==> src/rtl/tick_pkg.sv <==
package tick_pkg;

    localparam int CNT_W = 32;
    localparam int PER_W = 28;

    typedef enum logic [1:0] {
        TM_OFF     = 2'b00,
        TM_RESTART = 2'b01,
        TM_STOP    = 2'b10,
        TM_CONT    = 2'b11
    } tmode_e;

    typedef struct packed {
        tmode_e             mode;
        logic               ie;
        logic               pend;
        logic [PER_W-1:0]   period;
    } tctl_t;

    function automatic logic low_match(
        input logic [CNT_W-1:0] c,
        input logic [PER_W-1:0] p
    );
        return c[PER_W-1:0] == p;
    endfunction

endpackage

==> src/rtl/tick_match.sv <==
module tick_match
    import tick_pkg::*;
#(
    parameter int CW = CNT_W,
    parameter int PW = PER_W
) (
    input  logic [CW-1:0] cnt,
    input  tmode_e        mode,
    input  logic [PW-1:0] period,
    input  logic          held,
    output logic          match,
    output logic          hit
);
    always_comb begin
        match = low_match(cnt, period);
        hit   = match && (mode != TM_OFF) && !held;
    end
endmodule

==> src/rtl/tick_counter.sv <==
module tick_counter
    import tick_pkg::*;
#(
    parameter int CW = CNT_W
) (
    input  logic          clk,
    input  logic          rst,
    input  logic          wr,
    input  logic [CW-1:0] wdata,
    input  tmode_e        mode,
    input  logic          match,
    output logic [CW-1:0] cnt
);
    logic [CW-1:0] cnt_n;

    always_comb begin
        cnt_n = cnt;
        if (wr) begin
            cnt_n = wdata;
        end else begin
            unique case (mode)
                TM_OFF:     cnt_n = cnt;
                TM_RESTART: cnt_n = match ? '0 : cnt + 1'b1;
                TM_STOP:    cnt_n = match ? cnt : cnt + 1'b1;
                TM_CONT:    cnt_n = cnt + 1'b1;
                default:    cnt_n = cnt;
            endcase
        end
    end

    always_ff @(posedge clk) begin
        if (rst) cnt <= '0;
        else     cnt <= cnt_n;
    end

    AST_STEP: assert property (@(posedge clk) disable iff (rst)
        (!wr && mode != TM_OFF && !match) |=> cnt == $past(cnt) + 1'b1);
    AST_FREEZE: assert property (@(posedge clk) disable iff (rst)
        (!wr && mode == TM_OFF) |=> $stable(cnt));
    AST_LOAD: assert property (@(posedge clk) disable iff (rst)
        wr |=> cnt == $past(wdata));
    AST_RESTART: assert property (@(posedge clk) disable iff (rst)
        (!wr && mode == TM_RESTART && match) |=> cnt == '0);
    AST_HOLD: assert property (@(posedge clk) disable iff (rst)
        (!wr && mode == TM_STOP && match) |=> $stable(cnt));
endmodule

==> src/rtl/tick_ctrl.sv <==
module tick_ctrl
    import tick_pkg::*;
#(
    parameter int CW = CNT_W
) (
    input  logic          clk,
    input  logic          rst,
    input  logic          wr,
    input  logic [CW-1:0] wdata,
    input  logic          match,
    input  logic          hit,
    output tctl_t         ctl,
    output logic          held
);
    tctl_t wr_word;
    tctl_t ctl_n;

    always_comb begin
        wr_word = tctl_t'(wdata);
        ctl_n   = ctl;
        if (wr) begin
            ctl_n      = wr_word;
            ctl_n.pend = hit | (wr_word.pend & ctl.pend);
        end else begin
            ctl_n.pend = hit | ctl.pend;
        end
    end

    always_ff @(posedge clk) begin
        if (rst) begin
            ctl  <= '0;
            held <= 1'b0;
        end else begin
            ctl  <= ctl_n;
            held <= (ctl.mode == TM_STOP) && match;
        end
    end

    AST_HIT_SETS: assert property (@(posedge clk) disable iff (rst)
        hit |=> ctl.pend);
    AST_NO_SELF_SET: assert property (@(posedge clk) disable iff (rst)
        (!ctl.pend && !hit) |=> !ctl.pend);
    AST_ACK_CLEARS: assert property (@(posedge clk) disable iff (rst)
        (wr && !wdata[28] && !hit) |=> !ctl.pend);
    AST_HELD_QUIET: assert property (@(posedge clk) disable iff (rst)
        (held && !ctl.pend && !wr && ctl.mode == TM_STOP) |=> !ctl.pend);
endmodule

==> src/rtl/tick_timer.sv <==
module tick_timer
    import tick_pkg::*;
#(
    parameter int CW = CNT_W,
    parameter int PW = PER_W
) (
    input  logic          clk,
    input  logic          rst,
    input  logic          wr_en,
    input  logic          reg_sel,
    input  logic [CW-1:0] wdata,
    output logic [CW-1:0] rdata,
    output logic          irq,
    output logic          present
);
    localparam logic SEL_CNT = 1'b0;
    localparam logic SEL_CTL = 1'b1;

    logic [CW-1:0] cnt;
    tctl_t         ctl;
    logic          held;
    logic          match;
    logic          hit;
    logic          cnt_wr;
    logic          ctl_wr;

    assign cnt_wr = wr_en && (reg_sel == SEL_CNT);
    assign ctl_wr = wr_en && (reg_sel == SEL_CTL);

    tick_match #(.CW(CW), .PW(PW)) u_match (
        .cnt    (cnt),
        .mode   (ctl.mode),
        .period (ctl.period),
        .held   (held),
        .match  (match),
        .hit    (hit)
    );

    tick_counter #(.CW(CW)) u_cnt (
        .clk   (clk),
        .rst   (rst),
        .wr    (cnt_wr),
        .wdata (wdata),
        .mode  (ctl.mode),
        .match (match),
        .cnt   (cnt)
    );

    tick_ctrl #(.CW(CW)) u_ctl (
        .clk   (clk),
        .rst   (rst),
        .wr    (ctl_wr),
        .wdata (wdata),
        .match (match),
        .hit   (hit),
        .ctl   (ctl),
        .held  (held)
    );

    assign rdata   = (reg_sel == SEL_CTL) ? CW'(ctl) : cnt;
    assign irq     = ctl.ie & ctl.pend;
    assign present = 1'b1;

    AST_IRQ_NEEDS_PEND: assert property (@(posedge clk) disable iff (rst)
        (!ctl.pend && !hit) |=> !irq);
endmodule

==> config.mk <==
export PLATFORM = sky130hd
export DESIGN_NAME = tick_timer
export DESIGN_NICKNAME = d
export VERILOG_FILES = /design/src/rtl/tick_pkg.sv /design/src/rtl/tick_match.sv /design/src/rtl/tick_counter.sv /design/src/rtl/tick_ctrl.sv /design/src/rtl/tick_timer.sv
export SDC_FILE = /design/constraint.sdc
export NUM_CORES = 1
export LEC_CHECK = 0
export BUFFER_PORTS_ARGS = -buffer_cell sky130_fd_sc_hd__buf_4
export CAP_MARGIN = 20
export CELL_PAD_IN_SITES_DETAIL_PLACEMENT = 1
export CELL_PAD_IN_SITES_GLOBAL_PLACEMENT = 1
export CORE_MARGIN = 3
export CORE_UTILIZATION = 33
export CTS_CLUSTER_DIAMETER = 50
export DETAILED_ROUTE_END_ITERATION = 16
export PLACE_DENSITY_LB_ADDON = 0.1
export REMOVE_ABC_BUFFERS = 1
export SYNTH_ARGS = -nofsm -noshare
export SYNTH_HDL_FRONTEND = slang
export SYNTH_SLANG_ARGS = --single-unit
==> constraint.sdc <==
create_clock -name clk -period 7.4 [get_ports clk]
set_input_delay 0.37 -clock clk [delete_from_list [all_inputs] [get_ports clk]]
set_output_delay 0.37 -clock clk [all_outputs]
set_load 0.1 [all_outputs]
After elaboration in Yosys (flattened, before gate mapping)
Index checks and enable logic that the tools add are counted.
Storage, ports and cells
  bits in registers: 65
  latch bits: 0
  memory bits (writable): 0
  bits in read-only memories: 0
  input port bits: 36
  logic and storage cells: 33
  memories: 0
Cells by class
  add/sub/neg operators: 1
  $mul: 0
  div/mod/pow operators: 0
  order comparisons: 0
  eq/ne operators: 6
  shift-type cells: 0
  multiplexer cells: 6
  bitwise logic cells: 5
  reduce and logical (&&, ||, !) cells: 9
Operators by type and width (count)
  2-to-1 mux 32 bit: 4
  one-hot mux 32 bit (3 select lines): 1
  adder 32 x 1 -> 32 bit, second input constant: 1
  == test 28 bit: 1
  logical AND 1 bit: 5
  == test 2 bit, second input constant: 2
  != test 3 bit, second input constant: 1
  bitwise AND 1 bit: 2
  == test 2 x 1 -> 1 bit, second input constant: 1
  zero test 2 bit: 1
  != test 2 bit, second input constant: 1
  bitwise OR 1 bit: 2
  AND reduction 2 bit: 1
  nonzero test 2 bit: 1
  zero test 1 bit: 1
  2-to-1 mux 1 bit: 1
  NOT 1 bit: 1

Depth between registers and ports, before layout
  word-level depth: 5
  gate-level depth with buffers: 10
  gate-level depth less buffers: 7

Cells and area by module
From an unflattened synthesis, not the netlist that was laid out.
Unflattened totals
  cell total of the unflattened synthesis: 433
  area, all modules: 4027.6 um^2
By module, submodules not included
  tick_counter: times used 1, cells each 245, area each 1933.1 um^2
  tick_ctrl: times used 1, cells each 107, area each 1208.7 um^2
  tick_timer: times used 1, cells each 41, area each 561.8 um^2
  tick_match: times used 1, cells each 40, area each 324.1 um^2

Least setup slack after synthesis
No wires, ideal clock.
  path kind: input-to-output
  start: input reg_sel
  end: output rdata[0]
  arrival time: 2904 ps
  slack: 4126 ps
  stages: 3
  path buffers: 2
  cells stage by stage: buf_1 -> clkbuf_1 -> o21ai_0
On the way
  word-level cells in the longest chain between the ends: 1
Ends and longest elaborated chain
  from (decl): RTL line tick_timer.sv:10  | input logic reg_sel,
  2-to-1 mux 32 bit: RTL line tick_timer.sv:60  | assign rdata = (reg_sel == SEL_CTL) ? CW'(ctl) : cnt;
  to (decl): RTL line tick_timer.sv:12  | output logic [CW-1:0] rdata,
Every way passes these cells.

Worst setup path after layout
  start: register u_cnt.cnt[2]
  end: register u_cnt.cnt[27]
On the way
  word-level cells in the longest chain between the ends: 4
  elaborated cells on any way between the ends: 8
Ends and longest elaborated chain
  from (decl): RTL line tick_counter.sv:12  | output logic [CW-1:0] cnt
  from (signal assigned): RTL line tick_counter.sv:33  | else cnt <= cnt_n;
  adder 32 x 1 -> 32 bit or == test 28 bit (tied branches)
  2-to-1 mux 32 bit (on tied branches): RTL line tick_counter.sv:24, tick_counter.sv:23
  one-hot mux 32 bit (3 select lines): RTL line tick_counter.sv:21  | unique case (mode)
  2-to-1 mux 32 bit: RTL line tick_counter.sv:18  | if (wr) begin
Several ways; a longest one is shown, not always the timed one. The select of a mux whose other input is x is not followed.
A chain may end at the register's enable or synchronous reset.

==> metrics <==
status=complete, no violations; minimum clock period=2940 ps; Yosys cell types=between 40 and 50; Crit Path Class=reg2reg; Post-DP Area=between 0.004 and 0.005 mm²; initial antenna violation count=0; via count=4070; reg-to-reg critical path startpoint=u_cnt.cnt[2]; chip width=approximately 120 µm; count leader, synth=nand2_1; post-synthesis sequential area ratio=0.331; # hold bufs at CTS=0; Yosys reg bits=65; Starting Density=0.341; Final TNS setup=0 ps; CTS tree=yes; CP max stage delay=660 ps; Post-CTS Resized=0; Clk pin slew, worst setup/hold paths=60 ps; Post-DP HPWL=between 8000 and 9000 µm; I/O pin count=70; antenna fix cells=0; Final Hold Violating Endpoints=0; Final #Nets=roughly 600; wirelength, routed=between 10000 and 15000 µm; Synth area leaders=dfxtp_1, nand2_1, a21oi_1, xnor2_1, mux2_2; Fmax=between 300 and 400 MHz; DRC=0; crit end category=flop; CTS Buf Count=9; Mapped Avg Cell Area=roughly 7.5 µm²; DRT antenna net count=0; Tcrit/Tclk final=0.397; row count=39; Slew HR=0.302; clock skew=9.15 ps; max_cap viols=0; worst-case reg-to-reg path depth=7; Post-synth ARST share=0; drt first-iter violations=around 160; cells along the critical path=xor2_1 -> nor4_1 -> nor4b_1 -> a21oi_4 -> buf_4 -> nor4bb_1 -> a311o_2; largest net degree at the start of global routing=57; adder-cell share of the synthesized area=0.00319; GRT Util Overall=0.215; Hold Crit Class=in2reg; Final setup viols=0; largest family of logic cells by synthesized area=simple AND/OR/NAND/NOR gates; YS warnings=0; number of setup buffers added after CTS=0; vias in the first global route=4142; drt via density=just under 6; CP Data Required Time=approximately 7600 ps; first-pass GRT wire length=about 22000 µm; DRT Pass-1 Iters=4; total die area=roughly 0.013 mm²; CP max stage cell=nor4b_1; fill count=approximately 1.4k; Post-Synth Simple-Gate Area=0.246; r2r endpoint=u_cnt.cnt[27]; Final Slew Violations=0; Cells after Synth=between 500 and 600; Mapped Area=0.00393 mm²; Skew-Pair Late Insertion Delay=350 ps; Max Root-Sink Buffers=2; Compound-Gate Fraction of Synth Area=0.241; Die Span Y=between 100 and 150 µm; Synth Area in XOR/XNOR=0.0624; Hold Path Stages=3; top cells by count, synth=nand2_1, dfxtp_1, a21oi_1, clkbuf_1, o21ai_0; Critical Path Fanout Max=44; area leader, netlist=dfxtp_1; Post-synth EDFFs=0; DR WL/cell=approximately 20 µm; mux cell area share after synthesis=0.0459; worst vdd ir=around 0.17 mV; Pwr Density=about 240 mW/mm²; root buf cell=clkbuf_16; Core Footprint=about 0.012 mm²; P_leak=0.00165 µW; Worst Tran Pin Value=1050 ps; Layout area overhead=22.5%; H-tree levels=3; crit start category=flop; Post-Layout Inst Area=a little under 0.005 mm²; ys flop type=dfxtp_1; final RePlAce weighted congestion=0.759; Synth top area share=0.331; Hold Path End=u_ctl.ctl[12]; Port Buf Inserts=68; RSZ-0062 raised after global routing=no; CTS sink count=between 60 and 70; share of layout cells above drive strength 1=0.210; slack of the worst reg-to-reg path=around 4500 ps; hold_sp=wdata[12]; grt ovf=0; Worst EP arrival=3180 ps
## power by group
group / internal (µW) / switching [µW] / leakage, µW
registers: 370 / 27.9 / 0.000530
logic: 71.4 / 174 / 0.000950
clock network: 336 / 168 / 0.000172
total: 778 / 369 / 0.00165
## state kept, by name, summed over array words and instances (netlist names)
signal / count
u_ctl.ctl: 32
u_ctl.held: 1
u_cnt.cnt: 32
## worst max path at each step
stage                        startpoint       endpoint  slack [ps]  depth (start not counted)
after floorplan                   wr_en  u_cnt.cnt[21]        3660                          4
after global placement    u_cnt.cnt[24]  u_cnt.cnt[27]        4590                          7
after detailed placement   u_cnt.cnt[2]  u_cnt.cnt[27]        4490                          7
after CTS                  u_cnt.cnt[2]  u_cnt.cnt[27]        4460                          7
after global routing       u_cnt.cnt[2]  u_cnt.cnt[27]        4310                          7
final                      u_cnt.cnt[2]  u_cnt.cnt[27]        4460                          7
## worst max-delay path, delay by kind of cell, from the launching register on
family,cells,cell delay (ps)
DFF,1,360
and+or+nand+nor,3,1300
AOI/OAI and AO/OA,2,590
buffers and inverters,1,390
xor gates and xnor gates,1,180
## through the flow
stage          cells  utilization  worst slack, ps  power, µW  hold WS (ps)
2_1_floorplan    473            -             3660        564           439
3_3_place_gp     689        0.388             4590        646           454
3_5_place_dp     689        0.388             4490        651           470
4_1_cts          705        0.418             4460       1160           271
5_1_grt          705        0.418             4310       1200           280
6_report         705        0.418             4460       1150           278
## routing by layer
| layer | GRT usage | wire length [µm] | up-vias |
|---|---|---|---|
| met4 | 0.0540 | 218 | 0 |
| met3 | 0.0584 | 634 | 15 |
| li1 | - | - | 1955 |
| met1 | 0.265 | 6260 | 2010 |
| met2 | 0.372 | 6760 | 90 |
| met5 | 0 | 0 | - |
## kinds of logic after synthesis
| kind of cell | after synthesis |
|---|---|
| buf+inv | 69 |
| xor+xnor | 28 |
| compound gates | 141 |
| fa+ha+maj | 1 |
| other cells | 1 |
| mux | 16 |
| flops | 65 |
| simple gates | 202 |
## cell usage in the layout (no fill, tap or decap), types with 16 or more instances in the layout
| cell | n |
|---|---|
| a22oi_1 | 21 |
| xnor2_1 | 24 |
| nand3_1 | 16 |
| mux2_2 | 16 |
| buf_4 | 73 |
| dfxtp_1 | 65 |
| nand2_1 | 101 |
| nor2_1 | 18 |
| inv_1 | 19 |
| o21ai_0 | 25 |
| a21oi_1 | 43 |
## area by class of cell
class | instances | area (µm²) | share of cell area
Tap cell | 143 | 179 | 0.0372
Multi-Input combinational cell | 389 | 2370 | 0.492
Sequential cell | 65 | 1300 | 0.270
Inverter | 19 | 71.3 | 0.0148
Clock inverter | 6 | 105 | 0.0218
Timing Repair Buffer | 73 | 548 | 0.114
Clock buffer | 10 | 239 | 0.0497
(Power assumes the default switching activity.)
